## config.mk

```make
export PLATFORM = sky130hd
export DESIGN_NAME = tmr_chan
export DESIGN_NICKNAME = d
export VERILOG_FILES = /design/src/rtl/tmr_pkg.sv /design/src/rtl/tmr_tick_gen.sv /design/src/rtl/tmr_counter.sv /design/src/rtl/tmr_evt_unit.sv /design/src/rtl/tmr_chan.sv
export SDC_FILE = /design/constraint.sdc
export NUM_CORES = 1
export LEC_CHECK = 0
export CAP_MARGIN = 20
export CORE_UTILIZATION = 41
export DETAILED_ROUTE_END_ITERATION = 8
export HOLD_SLACK_MARGIN = 0.15
export PLACE_DENSITY = 0.61
export SLEW_MARGIN = 20
export SYNTH_ARGS = -nofsm -noshare
export SYNTH_HDL_FRONTEND = slang
export SYNTH_HIERARCHICAL = 1
export SYNTH_SLANG_ARGS = --single-unit
export TNS_END_PERCENT = 50
```

## constraint.sdc

```tcl
create_clock -name clk -period 3.1 [get_ports clk]
set_clock_uncertainty 0.05 [all_clocks]
set_input_delay 0.93 -clock clk [delete_from_list [all_inputs] [get_ports clk]]
set_output_delay 0.93 -clock clk [all_outputs]
set_load 0.01 [all_outputs]
```

## src/rtl/tmr_pkg.sv

```systemverilog
package tmr_pkg;

   typedef enum logic [2:0] {
      ADR_MODE = 3'd0,
      ADR_CMPA = 3'd1,
      ADR_CMPC = 3'd2,
      ADR_CNT  = 3'd3,
      ADR_CMD  = 3'd4,
      ADR_IEN  = 3'd5,
      ADR_IDIS = 3'd6,
      ADR_STAT = 3'd7
   } tmr_addr_e;

   // mode word, low bits first: clock select, restart, halt, A sets, C clears
   typedef struct packed {
      logic       c_clr_out;
      logic       a_set_out;
      logic       halt_on_c;
      logic       restart_on_c;
      logic [1:0] clk_sel;
   } tmr_mode_t;

   localparam int unsigned CMD_EN_BIT   = 0;
   localparam int unsigned CMD_DIS_BIT  = 1;
   localparam int unsigned CMD_TRIG_BIT = 2;
   localparam int unsigned NUM_SRC      = 2;
   localparam int unsigned STAT_W       = NUM_SRC + 2;

endpackage

```

## src/rtl/tmr_tick_gen.sv

```systemverilog
module tmr_tick_gen #(
   parameter int unsigned DIV_STEP    = 2,
   parameter int unsigned SYNC_STAGES = 2
) (
   input  logic       clk,
   input  logic       rst_n,
   input  logic       restart_i,
   input  logic [1:0] sel_i,
   input  logic       ext_clk_i,
   output logic       tick_o
);
   localparam int unsigned PRE_W = 2 * DIV_STEP;

   generate
      if (DIV_STEP < 1) begin : g_bad_step
         $error("DIV_STEP must be at least 1");
      end
      if (SYNC_STAGES < 2) begin : g_bad_sync
         $error("SYNC_STAGES must be at least 2");
      end
   endgenerate

   logic [PRE_W-1:0]     pre_q;
   logic [SYNC_STAGES:0] sync_q;
   logic [3:0]           tick_opt;
   logic                 ext_rise;

   always_ff @(posedge clk or negedge rst_n) begin
      if (!rst_n)         pre_q <= '0;
      else if (restart_i) pre_q <= '0;
      else                pre_q <= pre_q + 1'b1;
   end

   always_ff @(posedge clk or negedge rst_n) begin
      if (!rst_n) sync_q <= '0;
      else        sync_q <= {sync_q[SYNC_STAGES-1:0], ext_clk_i};
   end

   assign ext_rise    = sync_q[SYNC_STAGES-1] & ~sync_q[SYNC_STAGES];
   assign tick_opt[0] = 1'b1;
   assign tick_opt[3] = ext_rise;

   for (genvar k = 1; k < 3; k++) begin : g_div
      assign tick_opt[k] = &pre_q[k*DIV_STEP-1:0];
   end

   assign tick_o = tick_opt[sel_i];

   p_pre_restart_r4 : assert property (@(posedge clk) disable iff (!rst_n)
      restart_i |=> (pre_q == '0));

   p_ext_single_r10 : assert property (@(posedge clk) disable iff (!rst_n)
      ext_rise |=> !ext_rise);

endmodule

```

## src/rtl/tmr_counter.sv

```systemverilog
module tmr_counter #(
   parameter int unsigned CNT_W = 16
) (
   input  logic             clk,
   input  logic             rst_n,
   input  logic             tick_i,
   input  logic             en_i,
   input  logic             dis_i,
   input  logic             trig_i,
   input  logic             restart_on_c_i,
   input  logic             halt_on_c_i,
   input  logic [CNT_W-1:0] cmp_a_i,
   input  logic [CNT_W-1:0] cmp_c_i,
   output logic [CNT_W-1:0] cnt_o,
   output logic             run_o,
   output logic             ev_a_o,
   output logic             ev_c_o
);
   logic [CNT_W-1:0] cnt_q;
   logic [CNT_W-1:0] cnt_inc;
   logic             run_q;
   logic             step;

   assign step    = run_q & tick_i & ~trig_i;
   assign cnt_inc = (restart_on_c_i && (cnt_q == cmp_c_i)) ? '0 : cnt_q + 1'b1;
   assign ev_a_o  = step & (cnt_inc == cmp_a_i);
   assign ev_c_o  = step & (cnt_inc == cmp_c_i);

   always_ff @(posedge clk or negedge rst_n) begin
      if (!rst_n)      cnt_q <= '0;
      else if (trig_i) cnt_q <= '0;
      else if (step)   cnt_q <= cnt_inc;
   end

   always_ff @(posedge clk or negedge rst_n) begin
      if (!rst_n)                         run_q <= 1'b0;
      else if (dis_i)                     run_q <= 1'b0;
      else if (en_i)                      run_q <= 1'b1;
      else if (ev_c_o && halt_on_c_i)     run_q <= 1'b0;
   end

   assign cnt_o = cnt_q;
   assign run_o = run_q;

   p_freerun_wrap_r1 : assert property (@(posedge clk) disable iff (!rst_n)
      (step && !restart_on_c_i && (&cnt_q)) |=> (cnt_q == '0));

   p_restart_r2 : assert property (@(posedge clk) disable iff (!rst_n)
      (step && restart_on_c_i && (cnt_q == cmp_c_i)) |=> (cnt_q == '0));

   p_halt_r3 : assert property (@(posedge clk) disable iff (!rst_n)
      (ev_c_o && halt_on_c_i && !en_i) |=> !run_q);

   p_trig_zero_r4 : assert property (@(posedge clk) disable iff (!rst_n)
      trig_i |=> (cnt_q == '0));

   p_dis_prio_r5 : assert property (@(posedge clk) disable iff (!rst_n)
      dis_i |=> !run_q);

   p_idle_hold_r5 : assert property (@(posedge clk) disable iff (!rst_n)
      (!run_q && !trig_i) |=> $stable(cnt_q));

endmodule

```

## src/rtl/tmr_evt_unit.sv

```systemverilog
module tmr_evt_unit
   import tmr_pkg::*;
(
   input  logic               clk,
   input  logic               rst_n,
   input  logic               ev_a_i,
   input  logic               ev_c_i,
   input  logic               a_set_i,
   input  logic               c_clr_i,
   input  logic               ien_wr_i,
   input  logic               idis_wr_i,
   input  logic [NUM_SRC-1:0] mask_data_i,
   input  logic               stat_rd_i,
   output logic [NUM_SRC-1:0] flags_o,
   output logic [NUM_SRC-1:0] mask_o,
   output logic               irq_o,
   output logic               wave_o
);
   logic [NUM_SRC-1:0] flags_q;
   logic [NUM_SRC-1:0] mask_q;
   logic [NUM_SRC-1:0] set_bits;
   logic [NUM_SRC-1:0] clr_bits;
   logic               wave_q;

   assign set_bits = ien_wr_i  ? mask_data_i : '0;
   assign clr_bits = idis_wr_i ? mask_data_i : '0;

   always_ff @(posedge clk or negedge rst_n) begin
      if (!rst_n) begin
         flags_q <= '0;
         mask_q  <= '0;
      end else begin
         flags_q <= (stat_rd_i ? '0 : flags_q) | {ev_c_i, ev_a_i};
         mask_q  <= (mask_q | set_bits) & ~clr_bits;
      end
   end

   // a clearing C compare overrides a setting A compare in the same tick
   always_ff @(posedge clk or negedge rst_n) begin
      if (!rst_n)                   wave_q <= 1'b0;
      else if (ev_c_i && c_clr_i)   wave_q <= 1'b0;
      else if (ev_a_i && a_set_i)   wave_q <= 1'b1;
   end

   assign flags_o = flags_q;
   assign mask_o  = mask_q;
   assign irq_o   = |(flags_q & mask_q);
   assign wave_o  = wave_q;

   p_mask_all_r6 : assert property (@(posedge clk) disable iff (!rst_n)
      (idis_wr_i && !ien_wr_i && (&mask_data_i)) |=> !irq_o);

   p_rd_clear_r8 : assert property (@(posedge clk) disable iff (!rst_n)
      (stat_rd_i && !ev_a_i && !ev_c_i) |=> (flags_o == '0));

   p_keep_event_r8 : assert property (@(posedge clk) disable iff (!rst_n)
      ev_c_i |=> flags_o[1]);

   p_wave_rise_r7 : assert property (@(posedge clk) disable iff (!rst_n)
      $rose(wave_o) |-> $past(ev_a_i && a_set_i));

   p_wave_fall_r7 : assert property (@(posedge clk) disable iff (!rst_n)
      $fell(wave_o) |-> $past(ev_c_i && c_clr_i));

endmodule

```

## src/rtl/tmr_chan.sv

```systemverilog
module tmr_chan
   import tmr_pkg::*;
#(
   parameter int unsigned CNT_W       = 16,
   parameter int unsigned DIV_STEP    = 2,
   parameter int unsigned SYNC_STAGES = 2
) (
   input  logic             clk,
   input  logic             rst_n,
   input  logic             bus_wr_i,
   input  logic             bus_rd_i,
   input  logic [2:0]       bus_addr_i,
   input  logic [CNT_W-1:0] bus_wdata_i,
   output logic [CNT_W-1:0] bus_rdata_o,
   input  logic             ext_clk_i,
   output logic             irq_o,
   output logic             wave_o
);
   localparam int unsigned MODE_W = $bits(tmr_mode_t);

   generate
      if (CNT_W < 8) begin : g_bad_width
         $error("CNT_W must be at least 8");
      end
   endgenerate

   tmr_addr_e          addr;
   tmr_mode_t          mode_q;
   logic [CNT_W-1:0]   cmp_a_q;
   logic [CNT_W-1:0]   cmp_c_q;
   logic [CNT_W-1:0]   cnt;
   logic               run;
   logic               ev_a;
   logic               ev_c;
   logic               tick;
   logic               cmd_wr;
   logic               cmd_en;
   logic               cmd_dis;
   logic               cmd_trig;
   logic [NUM_SRC-1:0] flags;
   logic [NUM_SRC-1:0] mask;

   assign addr     = tmr_addr_e'(bus_addr_i);
   assign cmd_wr   = bus_wr_i && (addr == ADR_CMD);
   assign cmd_en   = cmd_wr && bus_wdata_i[CMD_EN_BIT];
   assign cmd_dis  = cmd_wr && bus_wdata_i[CMD_DIS_BIT];
   assign cmd_trig = cmd_wr && bus_wdata_i[CMD_TRIG_BIT];

   always_ff @(posedge clk or negedge rst_n) begin
      if (!rst_n) begin
         mode_q  <= '0;
         cmp_a_q <= '0;
         cmp_c_q <= '0;
      end else if (bus_wr_i) begin
         case (addr)
            ADR_MODE: mode_q  <= tmr_mode_t'(bus_wdata_i[MODE_W-1:0]);
            ADR_CMPA: cmp_a_q <= bus_wdata_i;
            ADR_CMPC: cmp_c_q <= bus_wdata_i;
            default:  ;
         endcase
      end
   end

   tmr_tick_gen #(
      .DIV_STEP    (DIV_STEP),
      .SYNC_STAGES (SYNC_STAGES)
   ) tick_i (
      .clk       (clk),
      .rst_n     (rst_n),
      .restart_i (cmd_trig),
      .sel_i     (mode_q.clk_sel),
      .ext_clk_i (ext_clk_i),
      .tick_o    (tick)
   );

   tmr_counter #(
      .CNT_W (CNT_W)
   ) cnt_i (
      .clk            (clk),
      .rst_n          (rst_n),
      .tick_i         (tick),
      .en_i           (cmd_en),
      .dis_i          (cmd_dis),
      .trig_i         (cmd_trig),
      .restart_on_c_i (mode_q.restart_on_c),
      .halt_on_c_i    (mode_q.halt_on_c),
      .cmp_a_i        (cmp_a_q),
      .cmp_c_i        (cmp_c_q),
      .cnt_o          (cnt),
      .run_o          (run),
      .ev_a_o         (ev_a),
      .ev_c_o         (ev_c)
   );

   tmr_evt_unit evt_i (
      .clk         (clk),
      .rst_n       (rst_n),
      .ev_a_i      (ev_a),
      .ev_c_i      (ev_c),
      .a_set_i     (mode_q.a_set_out),
      .c_clr_i     (mode_q.c_clr_out),
      .ien_wr_i    (bus_wr_i && (addr == ADR_IEN)),
      .idis_wr_i   (bus_wr_i && (addr == ADR_IDIS)),
      .mask_data_i (bus_wdata_i[NUM_SRC-1:0]),
      .stat_rd_i   (bus_rd_i && (addr == ADR_STAT)),
      .flags_o     (flags),
      .mask_o      (mask),
      .irq_o       (irq_o),
      .wave_o      (wave_o)
   );

   always_comb begin
      bus_rdata_o = '0;
      case (addr)
         ADR_MODE: bus_rdata_o[MODE_W-1:0] = mode_q;
         ADR_CMPA: bus_rdata_o = cmp_a_q;
         ADR_CMPC: bus_rdata_o = cmp_c_q;
         ADR_CNT:  bus_rdata_o = cnt;
         ADR_IEN:  bus_rdata_o[NUM_SRC-1:0] = mask;
         ADR_STAT: bus_rdata_o[STAT_W-1:0] = {wave_o, run, flags};
         default:  ;
      endcase
   end

   p_irq_needs_flag_r6 : assert property (@(posedge clk) disable iff (!rst_n)
      irq_o |-> (flags != '0));

   p_halted_holds_r3 : assert property (@(posedge clk) disable iff (!rst_n)
      (!run && !cmd_wr) |=> !run);

endmodule

```

Yosys cells after proc, flatten, opt, wreduce, memory -nomap -nowiden

Index checks and enable logic that the tools add are counted.

Add/sub/neg operators: 2
Multipliers: 0
Div/mod/pow operators: 0
$lt $le $gt $ge: 1
Eq/ne operators: 10
Shift operators: 0
Mux-type cells: 18
Bitwise operators: 12
Reductions and logical operators: 21

Operators by type and width:

| kind                                                                   | number |
|---|---|
| 16-bit equality test                                                   | 3 |
| 16-bit two-way mux                                                     | 3 |
| 10-bit case mux with 3 select lines                                    | 1 |
| 16-bit by 1-bit adder with 16-bit output (second input constant)       | 1 |
| 3-bit equality test (second input constant)                            | 4 |
| 2-bit case mux with 6 select lines                                     | 1 |
| 1-bit logical AND                                                      | 11 |
| 2-bit case mux with 5 select lines                                     | 1 |
| 2-bit case mux with 4 select lines                                     | 1 |
| 2-bit AND reduction                                                    | 4 |
| 3-bit by 2-bit equality test with 1-bit output (second input constant) | 2 |
| 1-bit two-way mux                                                      | 6 |
| 2-bit two-way mux                                                      | 3 |
| 1-bit AND                                                              | 5 |
| 4-bit by 1-bit adder with 4-bit output (second input constant)         | 1 |
| 2-bit AND                                                              | 2 |
| 4-bit two-way mux                                                      | 1 |
| 2-bit bitwise OR                                                       | 2 |
| 4-bit AND reduction                                                    | 1 |
| 2-bit nonzero test                                                     | 2 |
| 3-bit by 1-bit equality test with 1-bit output (second input constant) | 1 |
| 3-bit zero test                                                        | 1 |
| 2-bit by 3-bit < comparator with 1-bit output (second input constant)  | 1 |
| 3-bit nonzero test                                                     | 1 |
| other kinds (4)                                                        | 5 |

Register bits: 67
Bits in latches: 0
Memory bits (writable): 0
ROM bits: 0
Bits of input ports: 24
Output and inout port bits: 18
Word-level logic and storage cells: 78
Memories: 0

Longest topological paths before layout

Depth after elaboration: 11
Gate-level depth with buffers: 13
Mapped depth without buffers: 11

By module

The synthesis kept the hierarchy.

By module, submodules not included:

| module       | instances | cells an instance | area an instance (sq um) | sequential area each (sq um) |
|---|---|---|---|---|
| tmr_counter  | 1         | 285               | 2148.3                   | 425.4 |
| tmr_chan     | 1         | 163               | 2138.3                   | 950.9 |
| tmr_tick_gen | 1         | 20                | 266.5                    | 175.2 |
| tmr_evt_unit | 1         | 15                | 182.7                    | 125.1 |

Worst setup path after synthesis

No wires, ideal clock.

Kind: input to register
From: input bus_addr_i[1]
To: register cnt_i.run_q (netlist: cnt_i/run_o)
Setup time: 0.145 ns
Arrival: 2.905 ns
Data required time: 2.905 ns
Setup slack: 0.000 ns
Stages: 11
Buffers on the path: 2
Path through: buf_6 > buf_2 > nor3b_1 > and2_1 > nand3b_1 > a221oi_1 > nand3_1 > a2111oi_0 > o2bb2ai_1 > a2111oi_0 > a311oi_1

Cells in the longest elaborated chain, start to end: 8
Elaborated cells on any way between the ends: 12
Those cells by class: 1 x eq/ne; 2 x mux; 3 x bitwise; 6 x reduce/logical

Ends and longest elaborated chain:

| item                                | RTL line          | text |
|---|---|---|
| start, declared                     | tmr_chan.sv:12    | `input logic [2:0] bus_addr_i,` |
| 3-bit equality test                 | tmr_chan.sv:44    | `assign cmd_wr = bus_wr_i && (addr == ADR_CMD);` |
| 1-bit logical AND                   | tmr_chan.sv:44    |  |
| 1-bit logical AND                   | tmr_chan.sv:47    | `assign cmd_trig = cmd_wr && bus_wdata_i[CMD_TRIG_BIT];` |
| via cmd_trig                        | tmr_chan.sv:39    | `logic cmd_trig;` |
| 1-bit NOT                           | tmr_counter.sv:24 | `assign step = run_q & tick_i & ~trig_i;` |
| 1-bit AND                           | tmr_counter.sv:24 |  |
| 1-bit AND                           | tmr_counter.sv:27 | `assign ev_c_o = step & (cnt_inc == cmp_c_i);` |
| 1-bit logical AND                   | tmr_counter.sv:39 | `else if (ev_c_o && halt_on_c_i) run_q <= 1'b0;` |
| 3-bit nonzero test (no source line) | n/a               |  |
| end signal, assigned                | tmr_counter.sv:37 | `else if (dis_i) run_q <= 1'b0;` |
| end signal, assigned                | tmr_counter.sv:38 | `else if (en_i) run_q <= 1'b1;` |
| end signal, assigned                | tmr_counter.sv:39 |  |
| end, declared                       | tmr_counter.sv:21 | `logic run_q;` |

The timed path passes the listed nets, and every way through them passes these cells.
A chain may end at the register's enable or synchronous reset.

Worst setup path after layout

From: input bus_addr_i[0]
To: output bus_rdata_o[9]

Cells in the longest elaborated chain, start to end: 2
Elaborated cells on any way between the ends: 4
Those cells by class: 3 x eq/ne; 1 x mux

Ends and longest elaborated chain:

| item                                                                                                             | RTL line        | text |
|---|---|---|
| 3-bit by 2-bit equality test with 1-bit output or 3-bit by 1-bit equality test with 1-bit output (tied branches) | tmr_chan.sv:114 | `case (addr)` |
| 10-bit case mux with 3 select lines *                                                                            | tmr_chan.sv:114 |  |
| end, declared                                                                                                    | tmr_chan.sv:14  | `output logic [CNT_W-1:0] bus_rdata_o,` |

Every way passes the cells marked *; elsewhere a longest branch is shown, timed or not.

==> flow_metrics.py <==
metrics = {
    "setup_path": {
        "cpPeakStageDelay_ns": 0.27,
        "crit_start": "bus_addr_i[0]",
        "path_max_fanout": 7,
        "cp_slowest_cell": "mux2_2",
        "cp-start-kind": "input pin",
        "path_delay_family": "buffers and inverters",
        "path_cells": "buf_4, buf_12, buf_12, buf_16, mux2_2, a22oi_2, nor2_1, buf_2",
        "worstSetupPathType": "input pin to output pin",
        "r2r-start": "cnt_i/cnt_o[2]$_DFFE_PN0P_",
        "cp_num_buf_inv": 5,
        "worst_ep_required_time_ns": 2.12,
        "cp-end-kind": "output pin",
        "cp.arrival_ns": 2.08,
        "crit_top_cell": "buf_12",
    },
    "sta": {
        "slew_headroom": 0.5440,
        "hold_violations": 0,
        "slew_violations": 0,
        "whs_ns": 0.3102,
        "worst_pin_slew_ns": 0.6840,
        "finalCriticalPeriod_ns": 3.062,
        "finalSetupViolations": 0,
        "post-route-period-util": 0.9878,
        "rsz0062_at_grt": "yes",
        "timing.fmax_mhz": 326.6,
    },
    "cts": {
        "clock_latency_ns": 0.33,
        "clockBufferDepth": 2,
        "cts.sink_count": 67,
        "numCtsBuffers": 9,
        "cts_hold_buffers": 0,
        "cts_tree": "done",
        "htree_levels": 3,
        "cts-root-buf": "clkbuf_16",
        "clk_pin_slew_worst_paths_ns": 0.06,
    },
    "floorplan": {
        "die-height_um": 109.5,
        "coreArea_um2": 11030,
        "rows": 38,
        "dieArea_um2": 11980,
        "io_pins": 42,
        "dieWidth_um": 109.5,
        "initial_core_util": 0.4293,
    },
    "yosys": {
        "yosysTopAreaCell": "dfrtp_1",
        "synth-main-ff-cell": "dfrtp_1",
        "ys_top_cells_by_area": "dfrtp_1, mux2_2, xnor2_1",
        "synth_nets": 509,
        "synth_edf_count": 0,
        "yosysTopAreaCellShare": 0.3540,
        "ys_seq_area_frac": 0.3540,
        "synth.cell_area_um2": 4736,
        "netlist_instances": 483,
        "synth-seq-cells": 67,
        "ys_warn_count": 6,
        "synth_cell_types": 74,
        "async_flop_share": 1.000,
        "avgSynthCellArea_um2": 9.805,
    },
    "min_path": {
        "worstHoldStart": "tick_i/sync_q[0]$_DFF_PN0_",
        "hp-class": "flop to flop",
    },
    "detailed_routing": {
        "drc": 0,
        "drt_iter0_drc": 255,
        "wire_per_inst_um": 19.61,
        "wirelength_mm": 14.43,
        "vias": 4220,
        "ant_nets": 0,
        "viasPerCell": 5.734,
        "first_pass_iters": 5,
    },
    "power_and_ir_drop": {
        "power_density_nw_per_um2": 540.6,
        "p_leak_nw": 2.746,
        "p_clk_frac": 0.288,
        "total_power_mw": 3.450,
        "pwr-share-comb": 0.347,
        "vdd_ir_drop_max_uv": 322.0,
        "p_sw_frac": 0.3411,
        "intPower_mw": 2.273,
        "switching_power_mw": 1.177,
        "seqPwrFrac": 0.365,
    },
    "cells_and_area": {
        "layout_commonest_cell": "buf_4",
        "diodes": 0,
        "layout_common_cells": "buf_4, dfrtp_1, mux2_2, nor2_1, nand2_1",
        "areaGrowthSynthToFinish_pct": 34.74,
        "nets": 618,
        "layout-drive-gt1-share": 0.3624,
    },
    "global_routing": {
        "grt_pass1_vias": 4351,
        "grt_start_max_net_pins": 68,
        "antenna_found_initial": 0,
        "grt_pass1_wl_mm": 22.85,
        "overflow": 0,
        "grtUsageTotal": 0.2543,
    },
    "outcome": {
        "status": "completed",
    },
    "placement": {
        "io_buffers": 41,
        "dp_hpwl_mm": 10.46,
        "gp_congestion": 0.9391,
    },
    "flow_run": {
        "drv_cap": 0,
    },
}
-- path summary, 6_finish.rpt --
path                                              endpoint  slack [ns]  cells past startpoint
max in group asynchronous           cmp_c_q[9]$_DFFE_PN0P_        2.12                      2
worst min register to register  tick_i/sync_q[1]$_DFF_PN0_        0.31                      0
worst max register to register    evt_i/wave_o$_DFFE_PN0P_        0.11                     13
worst min-delay path            tick_i/sync_q[1]$_DFF_PN0_        0.31                      0
worst max-delay path                        bus_rdata_o[9]        0.04                      8
min in group asynchronous       tick_i/sync_q[0]$_DFF_PN0_        0.55                      2
-- final cells by class --
type                    count  area (um^2)
fillers                   974         4649
well taps                 140        175.2
repair buffers            130         1176
inverters                  12        45.04
clock inverters             4        52.55
flip-flops and latches     67         1684
multi-input cells         372         3015
clock buffers              11        232.7
-- sequential cells by signal, summed over array words and instances (netlist names) --
signal and cells:
cmp_a_q 16, cmp_c_q 16, cnt_i/cnt_o 16, cnt_i/run_o 1
evt_i/flags_o 2, evt_i/mask_o 2, evt_i/wave_o 1, mode_q 6
tick_i/pre_q 4, tick_i/sync_q 3
-- layer usage --
layer	wire length, um	up-vias	track usage
met1	6666	2085	0.3497
met4	386	0	0.09619
met5	0	-	0
met3	757	27	0.04801
met2	6621	128	0.3953
li1	-	1980	-
-- kinds of logic after synthesis --
logic type / synth area share
compound gates: 0.1543
xor+xnor: 0.08428
fa+ha+maj: 0.005283
buf+inv: 0.04993
flops: 0.3540
mux: 0.1622
simple gates: 0.1900
-- timing repair --
item / 4_1_cts / 5_1_grt
gates resized for setup: 92 / 32
gates cloned: 3 / 0
setup buffers: 8 / 3
pin swaps: 7 / 7
setup endpoints to repair: 20 / 15
-- cell usage after synthesis, types with 3 or more instances --
library cell,n
clkbuf_1,11
and2_1,7
buf_2,14
buf_6,4
mux2_1,8
nor4_1,4
mux2_4,10
nand3_1,8
nor2_1,34
o21ai_0,26
and3_1,3
a31oi_1,3
nor2b_1,13
nand3b_1,3
dfrtp_1,67
a22oi_1,11
mux2_2,34
mux2i_1,7
o31ai_1,9
nand4b_1,3
nand2b_1,7
nor3_1,7
o22ai_1,7
xnor2_1,30
a21o_1,4
a2111oi_0,4
xor2_1,13
a21oi_1,18
nand2_1,31
inv_1,11
nor3b_1,5
a211oi_1,6
nand4_1,7
-- per-stage QoR --
stage / setup WS [ns] / instance area, um^2 / instances / util / TNS (ns)
2_1_floorplan: 0.0004268 / 4736 / 483 / - / 0
3_3_place_gp: -0.8364 / 5751 / 707 / 0.5213 / -15.41
3_5_place_dp: -0.8292 / 5751 / 707 / 0.5213 / -16.00
4_1_cts: 0.006112 / 6246 / 733 / 0.5662 / 0
5_1_grt: -0.05884 / 6381 / 736 / 0.5785 / -0.06645
6_report: 0.03790 / 6381 / 736 / 0.5785 / 0
-- power by group through the flow --
stage	clock, mW	sequential, mW	combinational, mW
CTS	1.02	1.25	1.16
floorplan	0	1.20	0.686
detailed placement	0	1.25	1.11
global route	1.06	1.28	1.31
global placement	0	1.25	1.09
finish	0.994	1.26	1.20
Power figures use the tool's default switching activity.
